### src/rtl/uart_rx_flags.sv
`timescale 1ns/1ps
module uart_rx_flags #(
  parameter int OS = 16
) (
  input  logic       clk,
  input  logic       rst_n,
  input  logic       os_tick,
  input  logic       rxd,
  input  logic       bus_sel,
  input  logic       bus_we,
  input  logic [1:0] bus_addr,
  input  logic [7:0] bus_wdata,
  output logic [7:0] bus_rdata,
  output logic       rx_full,
  output logic       rx_err
);
  localparam int CW = $clog2(OS);
  localparam logic [CW-1:0] MID  = CW'(OS/2 - 1);
  localparam logic [CW-1:0] LAST = CW'(OS - 1);

  typedef enum logic [2:0] {IDLE, START, DATA, PAR, STOP} st_t;

  st_t st;
  logic s1, rxs;
  logic [CW-1:0] cnt;
  logic [2:0] bidx;
  logic [7:0] sh, dreg;
  logic pbit, en, pen, podd;
  logic full, ovr, perr, ferr;
  logic [2:0] seen;

  wire rd_stat  = bus_sel & ~bus_we & (bus_addr == 2'd1);
  wire rd_data  = bus_sel & ~bus_we & (bus_addr == 2'd2);
  wire wr_ctrl  = bus_sel &  bus_we & (bus_addr == 2'd0);
  wire wr_stat  = bus_sel &  bus_we & (bus_addr == 2'd1);
  wire anyerr   = ovr | perr | ferr;
  wire commit   = os_tick & (st == STOP) & (cnt == LAST);
  wire par_bad  = pen & (pbit ^ (^sh) ^ podd);
  logic unused_hi;
  assign unused_hi = ^bus_wdata[7:4];

  assign rx_full = full;
  assign rx_err  = anyerr;

  always_ff @(posedge clk) begin
    if (!rst_n) begin
      s1  <= 1'b1;
      rxs <= 1'b1;
    end else begin
      s1  <= rxd;
      rxs <= s1;
    end
  end

  always_ff @(posedge clk) begin
    if (!rst_n) begin
      st   <= IDLE;
      cnt  <= '0;
      bidx <= '0;
      sh   <= '0;
      pbit <= 1'b0;
    end else if (!en) begin
      st  <= IDLE;
      cnt <= '0;
    end else if (os_tick) begin
      case (st)
        IDLE: if (!rxs && !anyerr) begin
          st  <= START;
          cnt <= '0;
        end
        START: if (cnt == MID) begin
          st   <= rxs ? IDLE : DATA;
          cnt  <= '0;
          bidx <= '0;
        end else cnt <= cnt + 1'b1;
        DATA: if (cnt == LAST) begin
          sh   <= {rxs, sh[7:1]};
          cnt  <= '0;
          bidx <= bidx + 1'b1;
          if (bidx == 3'd7) st <= pen ? PAR : STOP;
        end else cnt <= cnt + 1'b1;
        PAR: if (cnt == LAST) begin
          pbit <= rxs;
          st   <= STOP;
          cnt  <= '0;
        end else cnt <= cnt + 1'b1;
        STOP: if (cnt == LAST) begin
          st  <= IDLE;
          cnt <= '0;
        end else cnt <= cnt + 1'b1;
        default: st <= IDLE;
      endcase
    end
  end

  always_ff @(posedge clk) begin
    if (!rst_n) begin
      en   <= 1'b0;
      pen  <= 1'b0;
      podd <= 1'b0;
    end else if (wr_ctrl) begin
      en   <= bus_wdata[0];
      pen  <= bus_wdata[1];
      podd <= bus_wdata[2];
    end
  end

  always_ff @(posedge clk) begin
    if (!rst_n) begin
      dreg <= '0;
      full <= 1'b0;
      ovr  <= 1'b0;
      perr <= 1'b0;
      ferr <= 1'b0;
      seen <= '0;
    end else begin
      if (commit) begin
        if (full) ovr <= 1'b1;
        else begin
          dreg <= sh;
          full <= 1'b1;
          perr <= perr | par_bad;
          ferr <= ferr | ~rxs;
        end
      end else if (rd_data) full <= 1'b0;
      if (rd_stat) seen <= seen | {ferr, perr, ovr};
      if (wr_stat) begin
        if (seen[0] && !bus_wdata[1]) begin ovr  <= 1'b0; seen[0] <= 1'b0; end
        if (seen[1] && !bus_wdata[2]) begin perr <= 1'b0; seen[1] <= 1'b0; end
        if (seen[2] && !bus_wdata[3]) begin ferr <= 1'b0; seen[2] <= 1'b0; end
      end
    end
  end

  always_comb begin
    case (bus_addr)
      2'd0:    bus_rdata = {5'b0, podd, pen, en};
      2'd1:    bus_rdata = {3'b0, rxs, ferr, perr, ovr, full};
      2'd2:    bus_rdata = dreg;
      default: bus_rdata = 8'h00;
    endcase
  end


  full_set_chk: assert property (@(posedge clk) disable iff (!rst_n)
    $rose(full) |-> $past(st == STOP));

  full_clr_chk: assert property (@(posedge clk) disable iff (!rst_n)
    $fell(full) |-> $past(rd_data));

  ovr_keep_chk: assert property (@(posedge clk) disable iff (!rst_n)
    $rose(ovr) |-> ($stable(dreg) && full));

  err_block_chk: assert property (@(posedge clk) disable iff (!rst_n)
    (st == IDLE && anyerr) |=> st == IDLE);

  err_clr_chk: assert property (@(posedge clk) disable iff (!rst_n)
    ($fell(ovr) || $fell(perr) || $fell(ferr)) |-> $past(wr_stat));

  en_stop_chk: assert property (@(posedge clk) disable iff (!rst_n)
    !en |=> st == IDLE);
endmodule

### config.mk
export PLATFORM = sky130hd
export DESIGN_NAME = uart_rx_flags
export DESIGN_NICKNAME = d
export VERILOG_FILES = /design/src/rtl/uart_rx_flags.sv
export SDC_FILE = /design/constraint.sdc
export NUM_CORES = 1
export LEC_CHECK = 0
export BUFFER_PORTS_ARGS = -buffer_cell sky130_fd_sc_hd__buf_2
export CORE_AREA = 2 2 64 66
export CTS_CLUSTER_DIAMETER = 50
export CTS_CLUSTER_SIZE = 24
export DETAILED_ROUTE_END_ITERATION = 8
export DIE_AREA = 0 0 66 68
export GPL_ROUTABILITY_DRIVEN = 0
export PLACE_DENSITY = 0.79
export SLEW_MARGIN = 40
export SYNTH_ARGS = -nofsm -noshare
export SYNTH_HDL_FRONTEND = slang
export SYNTH_SLANG_ARGS = --single-unit
### constraint.sdc
create_clock -name clk -period 2.4 [get_ports clk]
set_clock_uncertainty 0.15 [all_clocks]
set_input_delay 0.24 -clock clk [delete_from_list [all_inputs] [get_ports clk]]
set_output_delay 0.24 -clock clk [all_outputs]
set_load 0.01 [all_outputs]
==> impl_metrics.py, run 1 <==
metrics = {
    "synth": {
        "syn_avg_cell_area_um2": 9.32,
        "yosys-top-cells-area": "dfxtp_1, mux2i_1, nor2b_1",
        "synth_async_sr_flop_share": 0,
        "synth_edf_count": 0,
        "synthCells": 221,
        "yosysTopAreaCell": "dfxtp_1",
        "yosysUniqueCellTypes": 48,
        "yosysSeqAreaShare": 0.379,
        "syn-cell-area_um2": 2060,
        "synth_ff_type": "dfxtp_1",
        "ys_ff_latch": 39,
        "yosysTopAreaCellShare": 0.379,
        "yosysWarnings": 0,
        "syn_nets": 240,
    },
    "layout": {
        "stdcell_area_um2": 2350,
        "fin_nets": 263,
        "final_common_cell": "dfxtp_1",
        "syn_to_final_growth_pct": 14.0,
        "num_antenna_cells": 0,
        "layout_common_cells": "dfxtp_1, nor2b_1, mux2i_1",
        "drive_gt1_frac": 0.159,
    },
    "floorplanning": {
        "initial_core_util": 0.534,
        "die_w_um": 66,
        "core_area_um2": 3860,
        "rows": 23,
        "dieArea_um2": 4490,
        "die_height_um": 68,
        "ioPinCount": 26,
    },
    "cts": {
        "htree_levels": 2,
        "cts.sinks": 39,
        "clock_latency_ns": 0.29,
        "cts_resized": 0,
        "clk_root_buffer_cell": "clkbuf_8",
        "numCtsBuffers": 5,
        "clk_pin_slew_ns": 0.08,
        "cts_buffer_depth": 2,
        "cts_tree": "built",
    },
    "grt": {
        "grt_pass1_wl_um": 6730,
        "grtUsageTotal": 0.198,
        "grt_max_degree": 31,
        "antenna_found_initial": 0,
        "grt_overflow": 0,
        "grt_pass1_vias": 1467,
    },
    "placed_design": {
        "dp_hpwl_um": 2920,
        "dp_slack_ns": 0.372,
        "post_dp_cell_area_um2": 2210,
        "numPortBuffers": 21,
    },
    "sta": {
        "period_share": 0.850,
        "final_hold_viol_count": 0,
        "slew_headroom": 0.550,
        "whs_ns": 0.0674,
        "worst_pin_slew_ns": 0.670,
        "max_freq_ghz": 0.490,
        "rsz0062_at_grt": "false",
        "finalSetupTns_ns": 0,
        "setup_viol": 0,
        "drv_slew": 0,
        "fin_ws_ns": 0.361,
        "fin_crit_ns": 2.04,
    },
    "setup_path": {
        "cp_cell_sequence": "or3b_1, nor4_4, or4b_1, nand3_1",
        "max_stage_delay_ns": 0.52,
        "path_delay_family": "simple AND/OR/NAND/NOR gates",
        "crit_buf_inv": 0,
        "critPathCaptureType": "flop",
        "critPathMaxFanout": 10,
        "worstPathArrival_ns": 2.12,
        "cpMaxStageDelayCell": "or3b_1",
        "required_ns": 2.49,
        "startpoint_type": "flop",
        "critical_path_class": "reg2reg",
    },
    "drt": {
        "vias_per_cell": 5.51,
        "ant_nets": 0,
        "first_iter_violations": 91,
        "vias": 1624,
        "drc": 0,
        "routed_wl_um": 4080,
        "wl_per_cell_um": 13.8,
        "drt_pre_antenna_iters": 4,
    },
    "power_and_ir_drop": {
        "ir_drop_mv": 0.327,
        "powerDensity_nw_per_um2": 576,
        "leakage_uw": 0.000792,
    },
    "job": {
        "cap_violations": 0,
    },
    "hold_path": {
        "worstHoldPathType": "in2reg",
    },
    "status": {
        "status": "finished clean",
    },
}
==> layer usage <==
metal  vias to the layer above  share of wire  track usage
li1                        834              -            -
met1                       757           0.50        0.274
met2                        29           0.45        0.297
met3                         4          0.037       0.0543
met4                         0          0.011       0.0740
met5                         -              0            0
==> report_power, final <==
part / leakage [uW] / switching, uW / internal [uW]
Combinational: 0.000412 / 29.7 / 26.6
Sequential: 0.000315 / 2.02 / 649
Clock: 0.0000654 / 230 / 416
Total: 0.000792 / 262 / 1090
==> what timing repair did <==
action / CTS / global route
endpoints found under the hold margin: 1 / 0
hold buffers: 1 / 0
setup buffers: 0 / 0
==> worst paths after layout <==
check | end | cells after the start | from | slack [ns]
worst max-delay path | perr | 4 | st[2] | 0.36
worst min-delay path | podd | 3 | bus_wdata[2] | 0.07
worst max register to register | perr | 4 | st[2] | 0.36
worst min register to register | rxs | 1 | s1 | 0.26
==> per-stage QoR <==
step / power (uW) / util / std cells
floorplan: 698 / - / 221
global placement: 721 / 0.572 / 286
detailed placement: 721 / 0.572 / 286
CTS: 1360 / 0.609 / 295
global route: 1400 / 0.609 / 295
finish: 1350 / 0.609 / 295
==> registers in the layout (all words and copies together) (netlist names), 3 cells and up <==
| signal | cells |
|---|---|
| bidx | 3 |
| cnt | 4 |
| dreg | 8 |
| seen | 3 |
| sh | 8 |
| st | 3 |
==> kinds of logic after synthesis <==
kind of cell             Yosys count  synth area share
AO/OA/AOI/OAI                     41             0.135
AND/OR/NAND/NOR                   93             0.283
flip-flops                        39             0.379
multiplexers                      24             0.117
buffers and inverters             14            0.0322
XOR/XNOR                           7            0.0365
adder cells (fa/ha/maj)            3            0.0182
==> cell type report <==
class,instances,area (um^2)
well taps,50,62.6
multi-input cells,168,1210
clock buffers,6,72.6
flip-flops and latches,39,781
fillers,337,1510
clock inverters,2,60.1
inverters,4,15.0
repair buffers,26,145
==> cells in the mapped netlist, types with 5 or more instances <==
library cell  number
nand3_1            5
nor2_1             6
nand4_1            7
a21oi_1           12
xnor2_1            6
nand2b_1           9
dfxtp_1           39
nor2b_1           26
o21ai_0            7
nand2_1           14
clkbuf_1           5
mux2i_1           24
==> tightest hold or removal path, cell delays in order <==
cell,delay [ns]
buf_2,0.08
mux2i_1,0.06
nor2b_1,0.09
Power figures use the tool's default switching activity.
==> run 2, diff against run 1 <==
--- a/config.mk
+++ b/config.mk
@@ -6,13 +6,13 @@
 export NUM_CORES = 1
 export LEC_CHECK = 0
 export BUFFER_PORTS_ARGS = -buffer_cell sky130_fd_sc_hd__buf_2
-export CORE_AREA = 2 2 64 66
+export CORE_AREA = 2 2 67 69
 export CTS_CLUSTER_DIAMETER = 50
 export CTS_CLUSTER_SIZE = 24
 export DETAILED_ROUTE_END_ITERATION = 8
-export DIE_AREA = 0 0 66 68
+export DIE_AREA = 0 0 69 71
 export GPL_ROUTABILITY_DRIVEN = 0
-export PLACE_DENSITY = 0.79
+export PLACE_DENSITY = 0.76
 export SLEW_MARGIN = 40
 export SYNTH_ARGS = -nofsm -noshare
 export SYNTH_HDL_FRONTEND = slang
==> constraint.sdc (replaced) <==
create_clock -name clk -period 1.8 [get_ports clk]
set_clock_uncertainty 0.15 [all_clocks]
set_input_delay 0.18 -clock clk [delete_from_list [all_inputs] [get_ports clk]]
set_output_delay 0.18 -clock clk [all_outputs]
set_load 0.01 [all_outputs]
==> impl_metrics.py, run 2 (same netlist as run 1, synthesis figures left out) <==
metrics = {
    "drt": {
        "vias_per_cell": 5.45,
        "vias": 1756,
        "ant_nets": 0,
        "wl_per_cell_um": 14.3,
        "first_iter_violations": 56,
        "drt_pre_antenna_iters": 4,
        "routed_wl_um": 4610,
        "drc": 0,
    },
    "cts": {
        "htree_levels": 2,
        "clock_latency_ns": 0.30,
        "cts_tree": "built",
        "cts.sinks": 39,
        "cts_buffer_depth": 2,
        "clk_root_buffer_cell": "clkbuf_8",
        "numCtsBuffers": 5,
        "clk_pin_slew_ns": 0.09,
    },
    "layout": {
        "fin_nets": 288,
        "biggestRegsByFlops": "dreg x8, sh x8, cnt x4",
        "syn_to_final_growth_pct": 29.2,
        "drive_gt1_frac": 0.322,
        "layout_common_cells": "dfxtp_1, nor2b_1, buf_4",
        "fin_cells": 322,
        "utilization": 0.633,
        "regArea_um2": 795,
        "final_common_cell": "dfxtp_1",
        "fillerInstances": 365,
        "multi_input_area_um2": 1300,
        "num_antenna_cells": 0,
    },
    "setup_path": {
        "cpMaxStageDelayCell": "or4b_1",
        "startpoint_type": "flop",
        "cp_cell_sequence": "ha_4, nand4_1, buf_6, nor4_4, or4b_1, nand3_1",
        "worstPathArrival_ns": 1.85,
        "critPathMaxFanout": 4,
        "r2r_slack_ns": 0.04,
        "max_stage_delay_ns": 0.46,
        "critical_path_class": "reg2reg",
        "required_ns": 1.89,
        "critPathCaptureType": "flop",
    },
    "grt": {
        "met3_usage": 0.0313,
        "grtUsageTotal": 0.189,
        "use_met1": 0.232,
        "grt_pass1_wl_um": 7380,
        "busiest_layer": "met2",
        "grt_max_degree": 24,
        "grt_pass1_vias": 1639,
        "grt_overflow": 0,
        "grt_use_met2": 0.327,
        "antenna_found_initial": 0,
    },
    "placed_design": {
        "numPortBuffers": 21,
        "place_inst": 309,
        "dp_hpwl_um": 3310,
    },
    "floorplanning": {
        "ioPinCount": 26,
        "die_height_um": 71,
        "initial_core_util": 0.490,
        "core_area_um2": 4200,
        "rows": 24,
        "die_w_um": 69,
        "dieArea_um2": 4900,
    },
    "hold_path": {
        "worstHoldPathType": "in2reg",
    },
    "sta": {
        "rsz0062_at_grt": "true",
        "fin_crit_ns": 1.76,
        "final_hold_viol_count": 0,
        "period_share": 0.976,
        "whs_ns": 0.00336,
        "finalSetupTns_ns": 0,
        "slew_headroom": 0.772,
        "worst_pin_slew_ns": 0.342,
        "setup_viol": 0,
        "max_freq_ghz": 0.569,
        "drv_slew": 0,
    },
    "power_and_ir_drop": {
        "ir_drop_mv": 0.465,
        "powerDensity_nw_per_um2": 645,
        "finalPower_uw": 1720,
        "leakage_uw": 0.000952,
    },
    "job": {
        "cap_violations": 0,
    },
    "status": {
        "status": "finished clean",
    },
}
==> run 2: cell count changes in the layout (fill, tap and decap cells not counted), moves of 2 or more <==
cell     before  now
buf_12        0    2
buf_4         4   25
buf_6         0    2
dfxtp_1      39   32
dfxtp_2       0    5
dfxtp_4       0    2
o31ai_1       3    0
o31ai_2       0    3
or3b_1        3    1
or3b_4        0    2
==> run 2: final timing paths <==
| check | from | to | cells after the start |
|---|---|---|---|
| min reg2reg | s1 | rxs | 1 |
| max | cnt[0] | perr | 6 |
| min | bus_wdata[2] | podd | 3 |
| max reg2reg | cnt[0] | perr | 6 |
==> run 2: critical path: cells and delay by family (launching register included) <==
| kind | cells | cell delay, ns |
|---|---|---|
| adder cells (fa/ha/maj) | 1 | 0.15 |
| buffers and inverters | 1 | 0.16 |
| flip-flops | 1 | 0.36 |
| AND/OR/NAND/NOR | 4 | 0.88 |
==> run 2: power by group <==
group | switching, uW | internal (uW)
Sequential | 3.04 | 862
Clock | 349 | 420
Combinational | 41.6 | 39.5
Total | 394 | 1320
==> run 2: layout make-up <==
cell class	instances	share of cell area
clock inverters	3	0.0179
flip-flops and latches	39	0.299
inverters	4	0.00564
clock buffers	5	0.0259
repair buffers	51	0.137
multi-input cells	168	0.490
well taps	52	0.0245
==> run 2: through the flow <==
| step | instance area [um^2] | setup slack (ns) |
|---|---|---|
| 5_1_grt | 2660 | -0.0457 |
| 6_report | 2660 | 0.0440 |
| 3_3_place_gp | 2400 | -0.00658 |
| 3_5_place_dp | 2400 | -0.0247 |
| 4_1_cts | 2540 | 0.00363 |
| 2_1_floorplan | 2080 | 0.00710 |
==> run 2: metal layers <==
| layer | share of wire | wire (um) | vias to the layer above |
|---|---|---|---|
| li1 | - | - | 890 |
| met1 | 0.46 | 2110 | 835 |
| met3 | 0.025 | 116 | 6 |
| met5 | 0 | 0 | - |
| met4 | 0.013 | 58 | 0 |
| met2 | 0.50 | 2330 | 25 |
==> run 2: timing repair <==
item | 4_1_cts | 5_1_grt
hold buffers | 1 | 0
resized for setup | 2 | 23
endpoints found under the setup margin | 2 | 11
setup buffers | 0 | 4
pin swaps | 0 | 6
hold endpoints to repair | 1 | 0
==> run 3, diff against run 2 <==
--- a/config.mk
+++ b/config.mk
@@ -6,13 +6,14 @@
 export NUM_CORES = 1
 export LEC_CHECK = 0
 export BUFFER_PORTS_ARGS = -buffer_cell sky130_fd_sc_hd__buf_2
-export CORE_AREA = 2 2 67 69
+export CORE_AREA = 2 2 65 67
+export CTS_BUF_LIST = sky130_fd_sc_hd__clkbuf_8
 export CTS_CLUSTER_DIAMETER = 50
 export CTS_CLUSTER_SIZE = 24
 export DETAILED_ROUTE_END_ITERATION = 8
-export DIE_AREA = 0 0 69 71
+export DIE_AREA = 0 0 67 69
 export GPL_ROUTABILITY_DRIVEN = 0
-export PLACE_DENSITY = 0.76
+export PLACE_DENSITY = 0.8
 export SLEW_MARGIN = 40
 export SYNTH_ARGS = -nofsm -noshare
 export SYNTH_HDL_FRONTEND = slang
==> impl_metrics.py, run 3 (same netlist as run 1, synthesis figures left out) <==
metrics = {
    "floorplanning": {
        "die_height_um": 69,
        "die_w_um": 67,
        "ioPinCount": 26,
        "dieArea_um2": 4620,
        "rows": 23,
        "core_area_um2": 3910,
        "initial_core_util": 0.526,
    },
    "sta": {
        "slew_headroom": 0.751,
        "setup_viol": 1,
        "max_freq_ghz": 0.552,
        "fin_crit_ns": 1.81,
        "worst_pin_slew_ns": 0.373,
        "rsz0062_at_grt": "true",
        "drv_slew": 0,
        "fin_ws_ns": -0.0107,
        "period_share": 1.01,
        "finalSetupTns_ns": -0.0107,
        "final_hold_viol_count": 0,
    },
    "setup_path": {
        "crit_path_start": "st[0]",
        "startpoint_type": "flop",
        "r2r_end": "dreg[6]",
        "r2r_slack_ns": -0.01,
        "critical_path_class": "reg2reg",
        "worstPathArrival_ns": 1.85,
        "required_ns": 1.84,
        "reg2reg_from": "st[0]",
        "critPathCaptureType": "flop",
        "critPathMaxFanout": 8,
        "reg2reg_depth": 6,
        "crit_end": "dreg[6]",
    },
    "placed_design": {
        "numPortBuffers": 21,
        "dp_hpwl_um": 3220,
    },
    "layout": {
        "fillerInstances": 326,
        "drive_gt1_frac": 0.286,
        "final_common_cell": "dfxtp_1",
        "layout_common_cells": "dfxtp_1, nor2b_1, mux2i_1",
        "fin_nets": 287,
        "syn_to_final_growth_pct": 25.9,
        "num_antenna_cells": 0,
        "biggestRegsByFlops": "dreg x8, sh x8, cnt x4",
    },
    "grt": {
        "grt_pass1_wl_um": 7690,
        "grt_max_degree": 31,
        "grtUsageTotal": 0.215,
        "antenna_found_initial": 0,
        "grt_pass1_vias": 1699,
        "grt_overflow": 0,
    },
    "cts": {
        "numCtsBuffers": 5,
        "cts_buffer_depth": 2,
        "cts.sinks": 39,
        "htree_levels": 2,
        "clk_root_buffer_cell": "clkbuf_8",
        "clock_latency_ns": 0.30,
        "cts_tree": "built",
        "clk_pin_slew_ns": 0.08,
    },
    "drt": {
        "wl_per_cell_um": 14.3,
        "drc": 0,
        "drt_pre_antenna_iters": 4,
        "first_iter_violations": 136,
        "routed_wl_um": 4560,
        "vias": 1727,
        "vias_per_cell": 5.41,
        "ant_nets": 0,
    },
    "power_and_ir_drop": {
        "ir_drop_mv": 0.409,
        "finalPower_uw": 1530,
        "powerDensity_nw_per_um2": 591,
        "leakage_uw": 0.000926,
    },
    "job": {
        "cap_violations": 0,
    },
    "status": {
        "violations": "setup timing",
        "status": "finished with violations",
    },
    "hold_path": {
        "worstHoldPathType": "in2reg",
    },
}
-- run 3: report_power, final --
part	internal [uW]	leakage [uW]	switching (uW)
clock network	265	0.0000453	318
logic	40.4	0.000564	41.7
registers	864	0.000317	2.95
-- run 3: routing by layer --
layer  vias to the layer above  GRT usage  wire (um)
met3                         6     0.0489        160
met5                         -          0          0
met2                        36      0.339       2180
li1                        884          -          -
met1                       801      0.286       2140
met4                         0     0.0748         70
-- run 3: worst min path at each step --
stage	slack (ns)	startpoint	endpoint	cells after the start
final	0.01	rst_n	seen[1]	3
after floorplan	0.13	rxd	s1	1
after CTS	0.007	rst_n	seen[1]	3
after detailed placement	0.21	rxd	s1	2
after global placement	0.21	rxd	s1	2
after global routing	0.03	rst_n	seen[1]	3
-- run 3: repair_timing --
| item | 4_1_cts | 5_1_grt |
|---|---|---|
| pin swaps | 2 | 6 |
| resized for setup | 5 | 12 |
| endpoints found under the hold margin | 2 | 0 |
| setup buffers | 3 | 3 |
| hold buffers | 2 | 0 |
| setup endpoints to repair | 5 | 11 |
-- run 3: layout make-up --
| cell class | instances | area, um^2 | area share |
|---|---|---|---|
| multi-input cells | 168 | 1280 | 0.493 |
| flip-flops and latches | 39 | 790 | 0.304 |
| repair buffers | 50 | 364 | 0.140 |
| clock buffers | 5 | 68.8 | 0.0265 |
| well taps | 50 | 62.6 | 0.0241 |
| clock inverters | 3 | 16.3 | 0.00627 |
| inverters | 4 | 15.0 | 0.00579 |
-- run 3: critical path, cell delays in order (launching register included) --
cell	delay, ns
dfxtp_4	0.37
or3b_4	0.42
buf_4	0.16
nor3_4	0.16
buf_12	0.17
mux2i_1	0.20
nor2b_1	0.07
-- run 3: per-stage QoR --
| step | utilization | setup slack [ns] | area, um^2 | cells | hold slack (ns) |
|---|---|---|---|---|---|
| final | 0.663 | -0.0107 | 2590 | 319 | 0.0125 |
| after global routing | 0.663 | -0.0787 | 2590 | 319 | 0.0328 |
| after CTS | 0.644 | 0.00712 | 2520 | 316 | 0.00717 |
| after detailed placement | 0.606 | -0.0567 | 2370 | 303 | 0.215 |
| after global placement | 0.606 | -0.0286 | 2370 | 303 | 0.210 |
| after floorplan | - | 0.00710 | 2080 | 221 | 0.131 |
